File: config.mk
export PLATFORM = sky130hd
export DESIGN_NAME = lin_frame_ctrl
export DESIGN_NICKNAME = d
export VERILOG_FILES = /design/src/rtl/lin_fc_pkg.sv /design/src/rtl/lin_tx_ser.sv /design/src/rtl/lin_rx_des.sv /design/src/rtl/lin_tout.sv /design/src/rtl/lin_frame_ctrl.sv
export SDC_FILE = /design/constraint.sdc
export NUM_CORES = 1
export LEC_CHECK = 0
export BUFFER_PORTS_ARGS = -buffer_cell sky130_fd_sc_hd__buf_2
export CORE_ASPECT_RATIO = 0.75
export CORE_MARGIN = 2
export CORE_UTILIZATION = 50
export CTS_CLUSTER_SIZE = 24
export DETAILED_ROUTE_END_ITERATION = 8
export PLACE_DENSITY = 0.71
export SLEW_MARGIN = 5
export SYNTH_ARGS = -nofsm -noshare
export SYNTH_HDL_FRONTEND = slang
export SYNTH_SLANG_ARGS = --single-unit
File: constraint.sdc
create_clock -name clk -period 6.65 [get_ports clk]
set_input_delay 0.3325 -clock clk [delete_from_list [all_inputs] [get_ports clk]]
set_output_delay 0.3325 -clock clk [all_outputs]
set_load 0.02 [all_outputs]
File: src/rtl/lin_fc_pkg.sv
package lin_fc_pkg;

  localparam logic [1:0] OP_NONE = 2'd0;
  localparam logic [1:0] OP_HDR  = 2'd1;
  localparam logic [1:0] OP_TXR  = 2'd2;
  localparam logic [1:0] OP_RXR  = 2'd3;

  localparam logic [1:0] MODE_STD    = 2'd0;
  localparam logic [1:0] MODE_NOCKS  = 2'd1;
  localparam logic [1:0] MODE_NOTOUT = 2'd2;
  localparam logic [1:0] MODE_LISTEN = 2'd3;

  localparam logic [7:0] SYNC_BYTE = 8'h55;

  typedef enum logic [2:0] {
    S_IDLE, S_BRK, S_SYNC, S_PID, S_TXD, S_TXC, S_RXD, S_RXC
  } seq_e;

  // identifier with its two parity bits on top
  function automatic logic [7:0] prot_id(input logic [5:0] id);
    logic p_lo, p_hi;
    p_lo = id[0] ^ id[1] ^ id[2] ^ id[4];
    p_hi = ~(id[1] ^ id[3] ^ id[4] ^ id[5]);
    return {p_hi, p_lo, id};
  endfunction

  // 8-bit add with the carry folded back in
  function automatic logic [7:0] csum_add(input logic [7:0] a, input logic [7:0] b);
    logic [8:0] s;
    s = {1'b0, a} + {1'b0, b};
    return s[7:0] + {7'd0, s[8]};
  endfunction

endpackage

File: src/rtl/lin_tx_ser.sv
module lin_tx_ser #(
  parameter int BRK_BITS = 13
) (
  input  logic       clk,
  input  logic       rst,
  input  logic       tick,
  input  logic       load,
  input  logic       brk,
  input  logic [7:0] din,
  output logic       line,
  output logic       done
);
  localparam int SW = BRK_BITS + 1;
  localparam int CW = $clog2(SW + 1);

  logic [SW-1:0] sh;
  logic [CW-1:0] cnt;
  logic          act;

  always_ff @(posedge clk) begin
    if (rst) begin
      sh   <= '1;
      cnt  <= '0;
      act  <= 1'b0;
      line <= 1'b1;
      done <= 1'b0;
    end else begin
      done <= 1'b0;
      if (load) begin
        act <= 1'b1;
        if (brk) begin
          sh  <= {1'b1, {BRK_BITS{1'b0}}};
          cnt <= CW'(SW);
        end else begin
          sh  <= {{(SW-10){1'b1}}, 1'b1, din, 1'b0};
          cnt <= CW'(10);
        end
      end else if (tick) begin
        if (cnt != '0) begin
          line <= sh[0];
          sh   <= {1'b1, sh[SW-1:1]};
          cnt  <= cnt - 1'b1;
        end else if (act) begin
          act  <= 1'b0;
          done <= 1'b1;
        end
      end
    end
  end

  // every field ends on a recessive bit
  AST_TX_END_HIGH: assert property (@(posedge clk) disable iff (rst) done |-> line) else $error("AST_TX_END_HIGH");

endmodule

File: src/rtl/lin_rx_des.sv
module lin_rx_des (
  input  logic       clk,
  input  logic       rst,
  input  logic       tick,
  input  logic       en,
  input  logic       rxi,
  output logic       byte_ok,
  output logic [7:0] q
);
  logic       act;
  logic [3:0] cnt;
  logic [7:0] sh;

  always_ff @(posedge clk) begin
    if (rst) begin
      act     <= 1'b0;
      cnt     <= '0;
      sh      <= '0;
      q       <= '0;
      byte_ok <= 1'b0;
    end else if (!en) begin
      act     <= 1'b0;
      cnt     <= '0;
      byte_ok <= 1'b0;
    end else begin
      byte_ok <= 1'b0;
      if (tick) begin
        if (!act) begin
          if (!rxi) begin
            act <= 1'b1;
            cnt <= '0;
          end
        end else if (cnt < 4'd8) begin
          sh  <= {rxi, sh[7:1]};
          cnt <= cnt + 1'b1;
        end else begin
          act <= 1'b0;
          if (rxi) begin
            q       <= sh;
            byte_ok <= 1'b1;
          end
        end
      end
    end
  end

  AST_RX_ON_TICK: assert property (@(posedge clk) disable iff (rst) byte_ok |-> $past(tick) && $past(rxi)) else $error("AST_RX_ON_TICK");

endmodule

File: src/rtl/lin_tout.sv
module lin_tout #(
  parameter int TW = 8
) (
  input  logic          clk,
  input  logic          rst,
  input  logic          tick,
  input  logic          run,
  input  logic [TW-1:0] limit,
  output logic          expire
);
  logic [TW-1:0] cnt;

  always_ff @(posedge clk) begin
    if (rst || !run) begin
      cnt    <= '0;
      expire <= 1'b0;
    end else begin
      expire <= 1'b0;
      if (tick && cnt != limit) begin
        cnt <= cnt + 1'b1;
        if (cnt == limit - 1'b1) expire <= 1'b1;
      end
    end
  end

  AST_TOUT_BOUND: assert property (@(posedge clk) disable iff (rst) run |-> cnt <= limit) else $error("AST_TOUT_BOUND");

endmodule

File: src/rtl/lin_frame_ctrl.sv
module lin_frame_ctrl #(
  parameter int MAX_BYTES     = 8,
  parameter int BRK_BITS      = 13,
  parameter int TOUT_PER_BYTE = 14,
  localparam int LW = $clog2(MAX_BYTES + 1),
  localparam int BW = 8 * MAX_BYTES
) (
  input  logic          clk,
  input  logic          rst,
  input  logic          baud_tick,
  input  logic [1:0]    mode,
  input  logic          cmd_valid,
  input  logic [1:0]    cmd,
  input  logic [5:0]    frame_id,
  input  logic [LW-1:0] data_len,
  input  logic [BW-1:0] tx_bytes,
  input  logic          rx_line,
  output logic          tx_line,
  output logic          busy,
  output logic          id_done,
  output logic          tx_done,
  output logic          rx_done,
  output logic          cks_err,
  output logic          tout,
  output logic [BW-1:0] rx_bytes
);
  import lin_fc_pkg::*;

  localparam int TW = $clog2(TOUT_PER_BYTE * (MAX_BYTES + 1) + 1);

  seq_e          st;
  logic [1:0]    mode_q;
  logic [5:0]    id_q;
  logic [LW-1:0] len_q, idx, nxt_idx;
  logic [BW-1:0] txb_q;
  logic [7:0]    sum, nxt_byte, ld_byte;
  logic          ld, ld_brk;
  logic          ser_line, ser_done;
  logic          rx_ok;
  logic [7:0]    rx_q;
  logic          tmo, tmo_run, rx_en, rxi, accept, last;
  logic [TW-1:0] tlim;

  assign accept   = (st == S_IDLE) && cmd_valid && (cmd != OP_NONE);
  assign nxt_idx  = idx + 1'b1;
  assign nxt_byte = txb_q[8*nxt_idx +: 8];
  assign last     = (idx == len_q - 1'b1);
  assign tlim     = TW'(TOUT_PER_BYTE * (32'(len_q) + 1));
  assign tmo_run  = (st == S_TXD || st == S_TXC || st == S_RXD || st == S_RXC) &&
                    (mode_q != MODE_NOTOUT);
  assign rx_en    = (st == S_RXD) || (st == S_RXC);
  assign rxi      = (mode_q == MODE_LISTEN) ? ser_line : rx_line;

  lin_tx_ser #(.BRK_BITS(BRK_BITS)) u_ser (
    .clk(clk), .rst(rst), .tick(baud_tick), .load(ld), .brk(ld_brk),
    .din(ld_byte), .line(ser_line), .done(ser_done)
  );

  lin_rx_des u_des (
    .clk(clk), .rst(rst), .tick(baud_tick), .en(rx_en), .rxi(rxi),
    .byte_ok(rx_ok), .q(rx_q)
  );

  lin_tout #(.TW(TW)) u_tout (
    .clk(clk), .rst(rst), .tick(baud_tick), .run(tmo_run), .limit(tlim),
    .expire(tmo)
  );

  always_ff @(posedge clk) begin
    if (rst) tx_line <= 1'b1;
    else     tx_line <= (mode_q == MODE_LISTEN) ? 1'b1 : ser_line;
  end

  always_ff @(posedge clk) begin
    if (rst) begin
      st       <= S_IDLE;
      mode_q   <= MODE_STD;
      id_q     <= '0;
      len_q    <= '0;
      txb_q    <= '0;
      idx      <= '0;
      sum      <= '0;
      ld       <= 1'b0;
      ld_brk   <= 1'b0;
      ld_byte  <= '0;
      busy     <= 1'b0;
      id_done  <= 1'b0;
      tx_done  <= 1'b0;
      rx_done  <= 1'b0;
      cks_err  <= 1'b0;
      tout     <= 1'b0;
      rx_bytes <= '0;
    end else begin
      ld      <= 1'b0;
      id_done <= 1'b0;
      tx_done <= 1'b0;
      rx_done <= 1'b0;
      cks_err <= 1'b0;
      tout    <= 1'b0;
      case (st)
        S_IDLE: if (accept) begin
          mode_q <= mode;
          id_q   <= frame_id;
          len_q  <= data_len;
          txb_q  <= tx_bytes;
          idx    <= '0;
          busy   <= 1'b1;
          case (cmd)
            OP_HDR: begin
              st     <= S_BRK;
              ld     <= 1'b1;
              ld_brk <= 1'b1;
            end
            OP_TXR: begin
              st      <= S_TXD;
              ld      <= 1'b1;
              ld_brk  <= 1'b0;
              ld_byte <= tx_bytes[7:0];
              sum     <= tx_bytes[7:0];
            end
            default: begin
              st       <= S_RXD;
              sum      <= '0;
              rx_bytes <= '0;
            end
          endcase
        end
        S_BRK: if (ser_done) begin
          st      <= S_SYNC;
          ld      <= 1'b1;
          ld_brk  <= 1'b0;
          ld_byte <= SYNC_BYTE;
        end
        S_SYNC: if (ser_done) begin
          st      <= S_PID;
          ld      <= 1'b1;
          ld_byte <= prot_id(id_q);
        end
        S_PID: if (ser_done) begin
          st      <= S_IDLE;
          busy    <= 1'b0;
          id_done <= 1'b1;
        end
        S_TXD: if (tmo) begin
          st   <= S_IDLE;
          busy <= 1'b0;
          tout <= 1'b1;
        end else if (ser_done) begin
          if (last) begin
            if (mode_q == MODE_NOCKS) begin
              st      <= S_IDLE;
              busy    <= 1'b0;
              tx_done <= 1'b1;
            end else begin
              st      <= S_TXC;
              ld      <= 1'b1;
              ld_byte <= ~sum;
            end
          end else begin
            idx     <= nxt_idx;
            ld      <= 1'b1;
            ld_byte <= nxt_byte;
            sum     <= csum_add(sum, nxt_byte);
          end
        end
        S_TXC: if (tmo) begin
          st   <= S_IDLE;
          busy <= 1'b0;
          tout <= 1'b1;
        end else if (ser_done) begin
          st      <= S_IDLE;
          busy    <= 1'b0;
          tx_done <= 1'b1;
        end
        S_RXD: if (tmo) begin
          st   <= S_IDLE;
          busy <= 1'b0;
          tout <= 1'b1;
        end else if (rx_ok) begin
          rx_bytes[8*idx +: 8] <= rx_q;
          sum <= csum_add(sum, rx_q);
          if (last) begin
            if (mode_q == MODE_NOCKS) begin
              st      <= S_IDLE;
              busy    <= 1'b0;
              rx_done <= 1'b1;
            end else begin
              st <= S_RXC;
            end
          end else begin
            idx <= nxt_idx;
          end
        end
        S_RXC: if (tmo) begin
          st   <= S_IDLE;
          busy <= 1'b0;
          tout <= 1'b1;
        end else if (rx_ok) begin
          st      <= S_IDLE;
          busy    <= 1'b0;
          rx_done <= 1'b1;
          cks_err <= (rx_q != ~sum);
        end
        default: st <= S_IDLE;
      endcase
    end
  end

  AST_BUSY_ON_CMD: assert property (@(posedge clk) disable iff (rst)
    (!busy && cmd_valid && cmd != OP_NONE) |=> busy) else $error("AST_BUSY_ON_CMD");
  AST_BUSY_FALL: assert property (@(posedge clk) disable iff (rst)
    $fell(busy) |-> (id_done || tx_done || rx_done || tout)) else $error("AST_BUSY_FALL");
  AST_ONE_STATUS: assert property (@(posedge clk) disable iff (rst)
    $onehot0({id_done, tx_done, rx_done, tout})) else $error("AST_ONE_STATUS");
  AST_NOCKS_SKIP: assert property (@(posedge clk) disable iff (rst)
    (mode_q == MODE_NOCKS) |-> (st != S_TXC && st != S_RXC)) else $error("AST_NOCKS_SKIP");
  AST_NO_TOUT: assert property (@(posedge clk) disable iff (rst)
    (mode_q == MODE_NOTOUT) |-> !tout) else $error("AST_NO_TOUT");
  AST_LISTEN_PIN: assert property (@(posedge clk) disable iff (rst)
    (mode_q == MODE_LISTEN && $past(mode_q) == MODE_LISTEN) |-> tx_line) else $error("AST_LISTEN_PIN");
  AST_BUSY_IGNORE: assert property (@(posedge clk) disable iff (rst)
    (busy && cmd_valid) |=> ($stable(id_q) && $stable(len_q) && $stable(mode_q))) else $error("AST_BUSY_IGNORE");

endmodule

==> results of run 1 <==
-- synthesized netlist by cell type (all sizes together), types with 4 or more instances --
library cell and count:
a211oi 12, a21o 5, a21oi 127, a22oi 68, a311oi 4, a31oi 10, and2 9, and3 7
buf 18, clkbuf 70, dfxtp 222, fa 5, ha 36, inv 31, mux2 9, mux2i 39
mux4 16, nand2 230, nand2b 16, nand3 23, nand3b 7, nand4 12, nor2 160, nor2b 7
nor3 19, nor4 4, o211ai 12, o21a 4, o21ai 47, o21bai 8, o22ai 8, or4 6
xnor2 36, xor2 21
-- logic make-up after synthesis --
group / after synthesis / share of synthesized area, %
xor+xnor: 58 / 4.84
buf+inv: 119 / 4.19
compound gates: 326 / 18.4
simple gates: 514 / 20.0
fa+ha+maj: 42 / 5.02
flops: 222 / 39.8
mux: 64 / 7.77
-- per-stage QoR --
step,cells,area (sq um),power (W)
after CTS,1752,12800,0.00437
after global routing,1752,12800,0.00461
after floorplan,1345,11200,0.00277
final,1752,12800,0.00436
after global placement,1716,12100,0.00314
after detailed placement,1716,12100,0.00316
-- area by class of cell --
type	instances	area, sq um
well taps	294	368
clock buffers	27	599
repair buffers	165	862
fillers	2069	9240
flip-flops and latches	222	4440
clock inverters	9	85.1
multi-input cells	1004	6280
inverters	31	116
-- worst min-delay path by stage --
stage / start / end / cells past startpoint
2_1_floorplan: txb_q[0] / txb_q[0] / 2
3_3_place_gp: txb_q[0] / txb_q[0] / 2
3_5_place_dp: rx_bytes[32] / rx_bytes[32] / 2
4_1_cts: tx_bytes[8] / txb_q[8] / 3
5_1_grt: tx_bytes[51] / txb_q[51] / 3
6_report: tx_bytes[43] / txb_q[43] / 3
-- per-layer routing --
| layer | up-vias | part of all wire (%) | GRT usage, % | wire length (um) |
|---|---|---|---|---|
| met3 | 34 | 8.1 | 5.68 | 2500 |
| met5 | - | 0 | 0 | 0 |
| li1 | 4918 | - | - | - |
| met4 | 0 | 1.7 | 5.19 | 537 |
| met1 | 4664 | 49 | 39.2 | 15300 |
| met2 | 324 | 41 | 37.3 | 12600 |
-- state kept, by name, summed over array words and instances (netlist names), 2 cells and up --
name        flops
rx_bytes       64
st              3
u_des.q         8
len_q           4
u_ser.cnt       4
u_tout.cnt      7
idx             4
txb_q          64
id_q            6
u_des.sh        8
u_ser.sh       13
ld_byte         8
mode_q          2
u_des.cnt       4
sum             8
-- worst max-delay path, cell delays in order (launching register included) --
cell and delay (ns):
dfxtp_1 0.30, buf_4 0.31, inv_1 0.11, ha_1 0.68, buf_4 0.33, mux4_2 0.52
nand2_1 0.10, a21oi_1 0.12, fa_1 0.47, a21oi_1 0.46, o21ai_0 0.24, nand2_1 0.11
o21ai_0 0.09, a21o_1 0.19, ha_1 0.22, ha_1 0.23, nand2_1 0.14, or4_1 0.13
o2111ai_1 0.11, o211ai_1 0.14, xor2_1 0.18, a21oi_1 0.10, nor3_1 0.15
-- power groups by stage --
stage,clock [W],sequential [W],combinational (W)
6_report,0.00121,0.00165,0.00150
3_3_place_gp,0,0.00167,0.00146
2_1_floorplan,0,0.00160,0.00117
3_5_place_dp,0,0.00168,0.00148
5_1_grt,0.00127,0.00167,0.00167
4_1_cts,0.00123,0.00165,0.00149
==> results by group, run 1 <==
Status
  – Outcome: finished, final reports clean

STA
  – RSZ-0062 raised after global routing: no
  – FMAX: 182 MHz
  – Worst Clk Skew: 0.0171 ns
  – Setup TNS: 0 ns
  – Pin slew with the least headroom to its limit: 1.09 ns
  – Fin crit share: 82.7%
  – Max-slew headroom: 27.2%
  – Setup-failing EPs final: 0
  – Final Max Slew Viols: 0
  – Post-layout min period: 5.50 ns
  – WHS: 0.0432 ns
  – Final Hold Viols: 0
  – Final WS setup: 1.15 ns

Clocking
  – TritonCTS clock tree: yes
  – CTS root buffer: clkbuf_16
  – H-tree depth: 1
  – Clock buffer depth: 3
  – Inserted Clock Buffers: 22
  – Hold buffer count at CTS: 0
  – Clk slew on worst S/H paths: 0.07 ns
  – Clk Latency, worst-skew pair: 0.53 ns
  – Post-CTS sizing: 0
  – Postcts setup bufs: 0
  – CTS sink count: 222

Yosys
  – Cell taking the most area after synthesis: dfxtp_1
  – Netlist cell types: 69
  – Syn avg cell area: 8.31 sq um
  – YS warnings: 0
  – Post-synth EDFFs: 0
  – Synth Instances: 1345
  – Ranking of synthesized cells by area: dfxtp_1, nand2_1, a21oi_1, nor2_1, a22oi_1
  – Top-area cell type share of the netlist area: 39.8%
  – Cell area after synthesis: 11200 sq um
  – Post-synthesis register bit count: 222
  – Net count of the mapped netlist: 1469
  – Synth Flop Type: dfxtp_1
  – Fraction of registers with async set/reset: 0%
  – Post-synthesis sequential area ratio: 39.8%

Cells and area
  – # diodes: 0
  – Most frequent cells in the layout: nand2_1, dfxtp_1, nor2_1
  – Area Growth Syn to Fin: 14.2%
  – Utilization after layout: 58.0%
  – Layout cells sized above 1: 16.1%
  – Commonest non-fill, non-tap cell in the layout: nand2_1
  – NumNets Final: 1570

Power and ir drop
  – Seq pwr share: 37.9%
  – Pleak: 5.08 nW
  – Sw Pwr: 0.00161 W
  – Int Pwr: 0.00275 W
  – Clk pwr share: 27.8%
  – VDD IR-drop max: 0.218 mV
  – Pwr Density: 342 nW/um^2
  – Switching share of total power: 36.9%
  – Gate power share: 34.4%

Detailed routing
  – Initial DRC Count: 908
  – Router iterations before antenna repair: 6
  – Post-route ant nets: 0
  – DR vias/cell: 5.67
  – Via count: 9940
  – Routed wire per std cell: 17.7 um
  – Residual DRC: 0
  – Post-Route WL: 30900 um

Global route
  – Congestion Overflow GR: 0
  – Number of global-route vias before repair: 9218
  – Total GRT Usage: 25.8%
  – Global-route wire length before repair: 48800 um
  – Antenna violations before repair: 0
  – Largest net degree at the start of global routing: 118

Critical path
  – Crit path kind: register to register
  – RR Startpoint: idx[0]
  – Worst EP required: 7.10 ns
  – End of the critical path: sum[4]
  – Highest fanout seen on the critical path: 29
  – Crit end category: register
  – Worst r2r path cells: 22
  – Register-to-register setup slack: 1.15 ns
  – Critical Path Start: idx[0]
  – Worst setup SP type: register
  – Worst r2r dst: sum[4]
  – Worst path arrival time: 5.95 ns

Floorplan
  – Io pins: 154
  – Die Footprint: 23600 sq um
  – Placeable Area: 22000 sq um
  – Die Y-Extent: 133 um
  – Initial cell density of the core: 50.8%
  – Die W: 177 um
  – Floorplan row count: 47

Placed design
  – Routability congestion estimate from global placement: 0.949
  – Hpwl dp: 22300 um
  – Pre-CTS setup slack: 1.18 ns
  – Port bufs: 153

Flow run
  – # Max-Cap Violations: 0

Min path
  – Worst min-delay path class: input pin to register
No activity file was read; power rests on OpenSTA's default activity.
==> inputs of run 2 (changes only) <==
--- a/config.mk
+++ b/config.mk
@@ -11,7 +11,7 @@
 export CORE_UTILIZATION = 50
 export CTS_CLUSTER_SIZE = 24
 export DETAILED_ROUTE_END_ITERATION = 8
-export PLACE_DENSITY = 0.71
+export PLACE_DENSITY = 0.74
 export SLEW_MARGIN = 5
 export SYNTH_ARGS = -nofsm -noshare
 export SYNTH_HDL_FRONTEND = slang
==> constraint.sdc (replaced) <==
create_clock -name clk -period 4.73 [get_ports clk]
set_input_delay 0.2365 -clock clk [delete_from_list [all_inputs] [get_ports clk]]
set_output_delay 0.2365 -clock clk [all_outputs]
set_load 0.02 [all_outputs]
==> run 2 against run 1 <==
Compared with the run above:
- via count is 5.4% higher
- cell count is 5.0% higher
- register-to-register slack worse by 0.78 ns
- largest cell class unchanged
==> results by group, run 2 (synthesis gave the netlist of run 1 again) <==
Power and ir drop
  – Pleak: 5.47 nW (+7.7%)
  – VDD IR-drop max: 0.516 mV (+140%)
  – Pwr Density: 471 nW/um^2 (+38%)
  – Gate power share: 33.9% (-0.5 points)
  – Clk pwr share: 29.7% (+1.9 points)
  – Sw Pwr: 0.00231 W (+43%)
  – Int Pwr: 0.00413 W (+50%)
  – Switching share of total power: 35.9% (-1.0 points)
  – Seq pwr share: 36.3% (-1.6 points)

Placed design
  – Routability congestion estimate from global placement: 0.943 (-0.63%)
  – Area post-placement: 12200 sq um (+1.0%)
  – Pre-CTS setup slack: 0.236 ns (-0.944 ns)
  – Hpwl dp: 22400 um (+0.32%)
  – Port bufs: 153 (unchanged)

Floorplan
  – Die Footprint: 23600 sq um (unchanged)
  – Floorplan row count: 47 (unchanged)
  – Placeable Area: 22000 sq um (unchanged)
  – Io pins: 154 (unchanged)
  – Die W: 177 um (unchanged)
  – Initial cell density of the core: 50.8% (unchanged)
  – Die Y-Extent: 133 um (unchanged)

Detailed routing
  – Residual DRC: 0 (unchanged)
  – Post-Route WL: 32400 um (+4.6%)
  – DR vias/cell: 5.69 (+0.35%)
  – Post-route ant nets: 0 (unchanged)
  – Via count: 10500 (+5.4%)
  – Router iterations before antenna repair: 5 (-1)
  – Initial DRC Count: 1093 (+20%)
  – Routed wire per std cell: 17.6 um (-0.38%)

Critical path
  – Crit path max-delay cell type: mux4_2
  – Worst path buffer plus inverter count: 2 (-1)
  – Crit path kind: register to register
  – Max incr delay on CP: 0.51 ns (-0.17 ns)
  – Worst setup SP type: register
  – CP dominant cell by count: nand2_1
  – Crit-path leading delay family: adder cells
  – Worst path arrival time: 4.73 ns (-1.22 ns)
  – Crit end category: register
  – Highest fanout seen on the critical path: 10 (-66%)
  – Worst EP required: 5.11 ns (-1.99 ns)
  – Critical path, cell by cell: inv_1 -> ha_4 -> buf_4 -> mux4_2 -> nand2_1 -> a21oi_1 -> ha_2 -> and3_1 -> nand2_1 -> o21ai_0 -> a21o_1 -> ha_1 -> ha_1 -> nand2_1 -> or4_1 -> o2111ai_1 -> o211ai_1 -> xor2_1 -> a21oi_1 -> nor3_1

STA
  – Final Hold Viols: 0 (unchanged)
  – Worst Clk Skew: 0.0163 ns (-0.000778 ns)
  – Final WS setup: 0.371 ns (-0.778 ns)
  – Setup TNS: 0 ns (unchanged)
  – RSZ-0062 raised after global routing: no
  – Final Max Slew Viols: 0 (unchanged)
  – Setup-failing EPs final: 0 (unchanged)
  – Pin slew with the least headroom to its limit: 1.04 ns (-0.0500 ns)
  – Post-layout min period: 4.36 ns (-1.14 ns)
  – WHS: 0.00538 ns (-0.0378 ns)
  – Max-slew headroom: 30.6% (+3.3 points)
  – FMAX: 229 MHz (+26%)
  – Fin crit share: 92.1% (+9.4 points)

Clocking
  – Clk slew on worst S/H paths: 0.07 ns (about the same)
  – Clk Latency, worst-skew pair: 0.52 ns (about the same)
  – CTS root buffer: clkbuf_16
  – CTS sink count: 222 (unchanged)
  – TritonCTS clock tree: yes
  – Postcts setup bufs: 0 (unchanged)
  – H-tree depth: 1 (unchanged)
  – Clock buffer depth: 3 (unchanged)
  – Inserted Clock Buffers: 23 (+4.5%)

Global route
  – Largest net degree at the start of global routing: 107 (-9.3%)
  – Number of global-route vias before repair: 9942 (+7.9%)
  – Total GRT Usage: 27.3% (+1.5 points)
  – Global-route wire length before repair: 51800 um (+6.1%)
  – Congestion Overflow GR: 0 (unchanged)
  – Antenna violations before repair: 0 (unchanged)

Cells and area
  – Design Area, Final: 13700 sq um (+7.2%)
  – NumNets Final: 1654 (+5.4%)
  – # diodes: 0 (unchanged)
  – Commonest non-fill, non-tap cell in the layout: nand2_1
  – Area Growth Syn to Fin: 22.4%
  – Layout cells sized above 1: 16.9% (+0.76 points)
  – Most frequent cells in the layout: nand2_1, dfxtp_1, nor2_1
  – Biggest regs: rx_bytes (64), txb_q (64), u_ser.sh (13)

Status
  – Outcome: finished, final reports clean

Flow run
  – # Max-Cap Violations: 0 (unchanged)

Min path
  – Worst min-delay path class: input pin to register
run 2: cell types whose count changed in the layout (fill, tap and decap cells not counted), sizes merged:
cell         previous run  this run
dlygate4sd3             0        66
buf                   165       182
clkinv                  8         4
bufinv                  1         4
clkinvlp                0         3
inv                    31        34
run 2: what timing repair did:
item | in CTS | in global routing
endpoints found under the hold margin | 66 | 0
resized for setup | 0 | 6
setup endpoints to repair | 0 | 1
hold buffers | 66 | 0
run 2: power groups by stage:
stage / clock network [W] / registers, W / logic (W)
CTS: 0.00194 / 0.00233 / 0.00215
global route: 0.00201 / 0.00236 / 0.00244
finish: 0.00191 / 0.00234 / 0.00219
global placement: 0 / 0.00237 / 0.00205
detailed placement: 0 / 0.00237 / 0.00209
floorplan: 0 / 0.00225 / 0.00166
run 2: cell type report:
type / count / area [sq um]
Clock inverter: 14 / 193
Clock buffer: 27 / 601
Timing Repair Buffer: 248 / 1650
Fill cell: 1913 / 8320
Inverter: 31 / 116
Tap cell: 294 / 368
Multi-Input combinational cell: 1004 / 6290
Sequential cell: 222 / 4440
run 2: final timing paths:
check                                  start         to  slack [ns]  cells past startpoint
worst min register to register      txb_q[1]   txb_q[1]        0.46                      2
worst min-delay path            tx_bytes[53]  txb_q[53]       0.005                      3
worst max register to register        idx[0]     sum[4]        0.37                     20
worst max-delay path                  idx[0]     sum[4]        0.37                     20
run 2: worst register-to-register path, cell delays in order (launching register included):
cell and delay [ns]:
dfxtp_1 0.34, inv_1 0.08, ha_4 0.33, buf_4 0.19
mux4_2 0.52, nand2_1 0.08, a21oi_1 0.09, ha_2 0.42
and3_1 0.23, nand2_1 0.06, o21ai_0 0.18, a21o_1 0.14
ha_1 0.18, ha_1 0.20, nand2_1 0.12, or4_1 0.42
o2111ai_1 0.11, o211ai_1 0.13, xor2_1 0.16, a21oi_1 0.17
nor3_1 0.06
run 2: per-layer routing:
layer / track usage [%] / part of all wire, % / vias up
met4: 6.38 / 2.3 / 0
met3: 6.79 / 10 / 58
met1: 39.7 / 46 / 4895
met5: 0 / 0 / -
li1: - / - / 5077
met2: 40.6 / 42 / 446
run 2: stage by stage:
step                      cells  util [%]  power, W
after floorplan            1345         -   0.00391
after global placement     1733      55.4   0.00442
after detailed placement   1733      55.4   0.00446
after CTS                  1840      62.0   0.00641
after global routing       1840      62.2   0.00681
final                      1840      62.2   0.00644
==> inputs of run 3 (changes only) <==
--- a/config.mk
+++ b/config.mk
@@ -11,7 +11,8 @@
 export CORE_UTILIZATION = 50
 export CTS_CLUSTER_SIZE = 24
 export DETAILED_ROUTE_END_ITERATION = 8
-export PLACE_DENSITY = 0.74
+export GPL_ROUTABILITY_DRIVEN = 1
+export PLACE_DENSITY = 0.71
 export SLEW_MARGIN = 5
 export SYNTH_ARGS = -nofsm -noshare
 export SYNTH_HDL_FRONTEND = slang
==> constraint.sdc (replaced) <==
create_clock -name clk -period 5.1 [get_ports clk]
set_input_delay 0.255 -clock clk [delete_from_list [all_inputs] [get_ports clk]]
set_output_delay 0.255 -clock clk [all_outputs]
set_load 0.02 [all_outputs]
==> run 3 against run 2 <==
Compared with the run above:
- routed wire length is 0.81% lower
- hold slack lost 0.0031 ns
- non-clock buffer count fell by 14
- fmax decreased by 7.6%
==> results by group, run 3 (synthesis gave the netlist of run 1 again) <==
Critical path
  – Crit-path leading delay family: adder cells
  – Worst path arrival time: 5.08 ns (+0.35 ns)
  – Crit path max-delay cell type: mux4_2
  – Worst setup SP type: register
  – Crit path kind: register to register
  – Worst EP required: 5.46 ns (+0.35 ns)
  – Crit end category: register
  – Max incr delay on CP: 0.52 ns (about the same)
  – Worst path buffer plus inverter count: 2 (unchanged)
  – CP dominant cell by count: ha_1
  – Highest fanout seen on the critical path: 10 (unchanged)
  – Critical path, cell by cell: inv_1 -> ha_1 -> buf_4 -> mux4_2 -> nand2_1 -> a21oi_1 -> ha_1 -> and3_1 -> nand2_1 -> o21ai_0 -> a21o_1 -> ha_1 -> ha_1 -> nand2_1 -> or4_1 -> o2111ai_1 -> o211ai_1 -> xor2_1 -> a21oi_1 -> nor3_1

Clocking
  – Post-CTS sizing: 0 (unchanged)
  – TritonCTS clock tree: yes
  – Clk slew on worst S/H paths: 0.07 ns (about the same)
  – Clk Latency, worst-skew pair: 0.52 ns (about the same)
  – CTS sink count: 222 (unchanged)
  – Clock buffer depth: 3 (unchanged)
  – H-tree depth: 1 (unchanged)
  – Inserted Clock Buffers: 22 (-4.3%)
  – CTS root buffer: clkbuf_16

Min path
  – Worst min-delay path class: input pin to register

Detailed routing
  – Routed wire per std cell: 17.6 um (about the same)
  – DR vias/cell: 5.65 (-0.77%)
  – Router iterations before antenna repair: 5 (unchanged)
  – Post-Route WL: 32100 um (-0.81%)
  – Post-route ant nets: 0 (unchanged)
  – Via count: 10300 (-1.6%)
  – Initial DRC Count: 961 (-12%)
  – Residual DRC: 0 (unchanged)

Global route
  – Congestion Overflow GR: 0 (unchanged)
  – Number of global-route vias before repair: 9566 (-3.8%)
  – Total GRT Usage: 26.6% (-0.72 points)
  – Global-route wire length before repair: 50500 um (-2.5%)
  – Largest net degree at the start of global routing: 140 (+31%)
  – Antenna violations before repair: 0 (unchanged)

Floorplan
  – Die Footprint: 23600 sq um (unchanged)
  – Placeable Area: 22000 sq um (unchanged)
  – Io pins: 154 (unchanged)
  – Die W: 177 um (unchanged)
  – Initial cell density of the core: 50.8% (unchanged)
  – Die Y-Extent: 133 um (unchanged)
  – Floorplan row count: 47 (unchanged)

Cells and area
  – NumNets Final: 1639 (-0.91%)
  – Biggest regs: rx_bytes (64), txb_q (64), u_ser.sh (13)
  – Non-Filler Instances: 1825 (-0.82%)
  – Area Growth Syn to Fin: 20.9%
  – # diodes: 0 (unchanged)
  – Most frequent cells in the layout: nand2_1, dfxtp_1, nor2_1
  – Commonest non-fill, non-tap cell in the layout: nand2_1
  – # fillers: 1943 (+1.6%)
  – Layout cells sized above 1: 16.2% (-0.68 points)

Status
  – Outcome: finished, final reports clean

Placed design
  – Placed cell count: 1726 (-0.40%)
  – Hpwl dp: 22300 um (-0.41%)
  – Routability congestion estimate from global placement: 0.951 (+0.84%)
  – Port bufs: 153 (unchanged)

Power and ir drop
  – Pleak: 5.41 nW (-1.1%)
  – Pwr Density: 438 nW/um^2 (-7.1%)
  – VDD IR-drop max: 0.218 mV (-58%)

STA
  – Post-layout min period: 4.72 ns (+0.358 ns)
  – Final Max Slew Viols: 0 (unchanged)
  – Setup-failing EPs final: 0 (unchanged)
  – Setup TNS: 0 ns (unchanged)
  – Max-slew headroom: 26.5% (-4.1 points)
  – Fin crit share: 92.5% (+0.34 points)
  – RSZ-0062 raised after global routing: no
  – Pin slew with the least headroom to its limit: 1.10 ns (+0.0611 ns)
  – FMAX: 212 MHz (-7.6%)
  – Worst Clk Skew: 0.0113 ns (-0.00499 ns)
  – Final Hold Viols: 0 (unchanged)

Flow run
  – # Max-Cap Violations: 0 (unchanged)
-- run 3: cell types whose count changed in the layout (fill, tap and decap cells not counted), sizes merged --
cell	change
buf	-7
bufinv	-2
clkbuf	+6
clkinvlp	-2
dlygate4sd3	-7
inv	-3
-- run 3: through the flow --
step                      power [W]  instance area (sq um)  utilization (%)  setup slack, ns  hold slack (ns)
after CTS                   0.00590                  13500             61.3            0.395         0.000324
after floorplan             0.00362                  11200                -            0.106            0.391
after detailed placement    0.00416                  12100             55.2            0.455            0.447
after global placement      0.00412                  12100             55.2            0.504            0.438
after global routing        0.00622                  13500             61.4           0.0166          0.00380
final                       0.00591                  13500             61.4            0.383          0.00228
-- run 3: layout make-up --
class | count | area, sq um | share of cell area [%]
timing repair buffer | 234 | 1530 | 11.3
clock inverter | 7 | 91.3 | 0.676
sequential | 222 | 4440 | 32.9
inverter | 31 | 116 | 0.862
clock buffer | 33 | 673 | 4.99
tap | 294 | 368 | 2.72
multi-input combinational | 1004 | 6280 | 46.5
-- run 3: worst reg2reg max path, delay by kind of cell, from the launching register on --
family | cells | cell delay (ns)
AOI/OAI and AO/OA | 6 | 0.79
DFF | 1 | 0.46
buffers and inverters | 2 | 0.35
and+or+nand+nor | 6 | 0.98
xor gates and xnor gates | 1 | 0.16
adders and majority gates | 4 | 1.31
muxes | 1 | 0.52
-- run 3: power breakdown --
part	internal, W	switching, W	total [W]
Combinational	0.000817	0.00121	0.00203
Clock	0.00101	0.000698	0.00171
Sequential	0.00195	0.000220	0.00217
Total	0.00378	0.00213	0.00591
-- run 3: repair_timing --
action                                 CTS  global route
endpoints found under the hold margin   58             1
hold buffers                            58             1
buffers inserted                         0             0
-- run 3: worst paths after layout --
path                     from   endpoint  slack [ns]  depth (start not counted)
hold / removal    frame_id[1]    id_q[1]       0.002                          3
hold reg to reg     txb_q[49]  txb_q[49]        0.46                          2
setup / recovery       idx[1]     sum[4]        0.38                         20
setup reg to reg       idx[1]     sum[4]        0.38                         20
-- run 3: layer usage --
metal  GRT usage [%]  routed length (um)  vias up
met5               0                   0        -
met4            5.60                 602        0
met3            5.85                2770       44
met2            39.5               13600      373
met1            39.4               15200     4852
li1                -                   -     5042
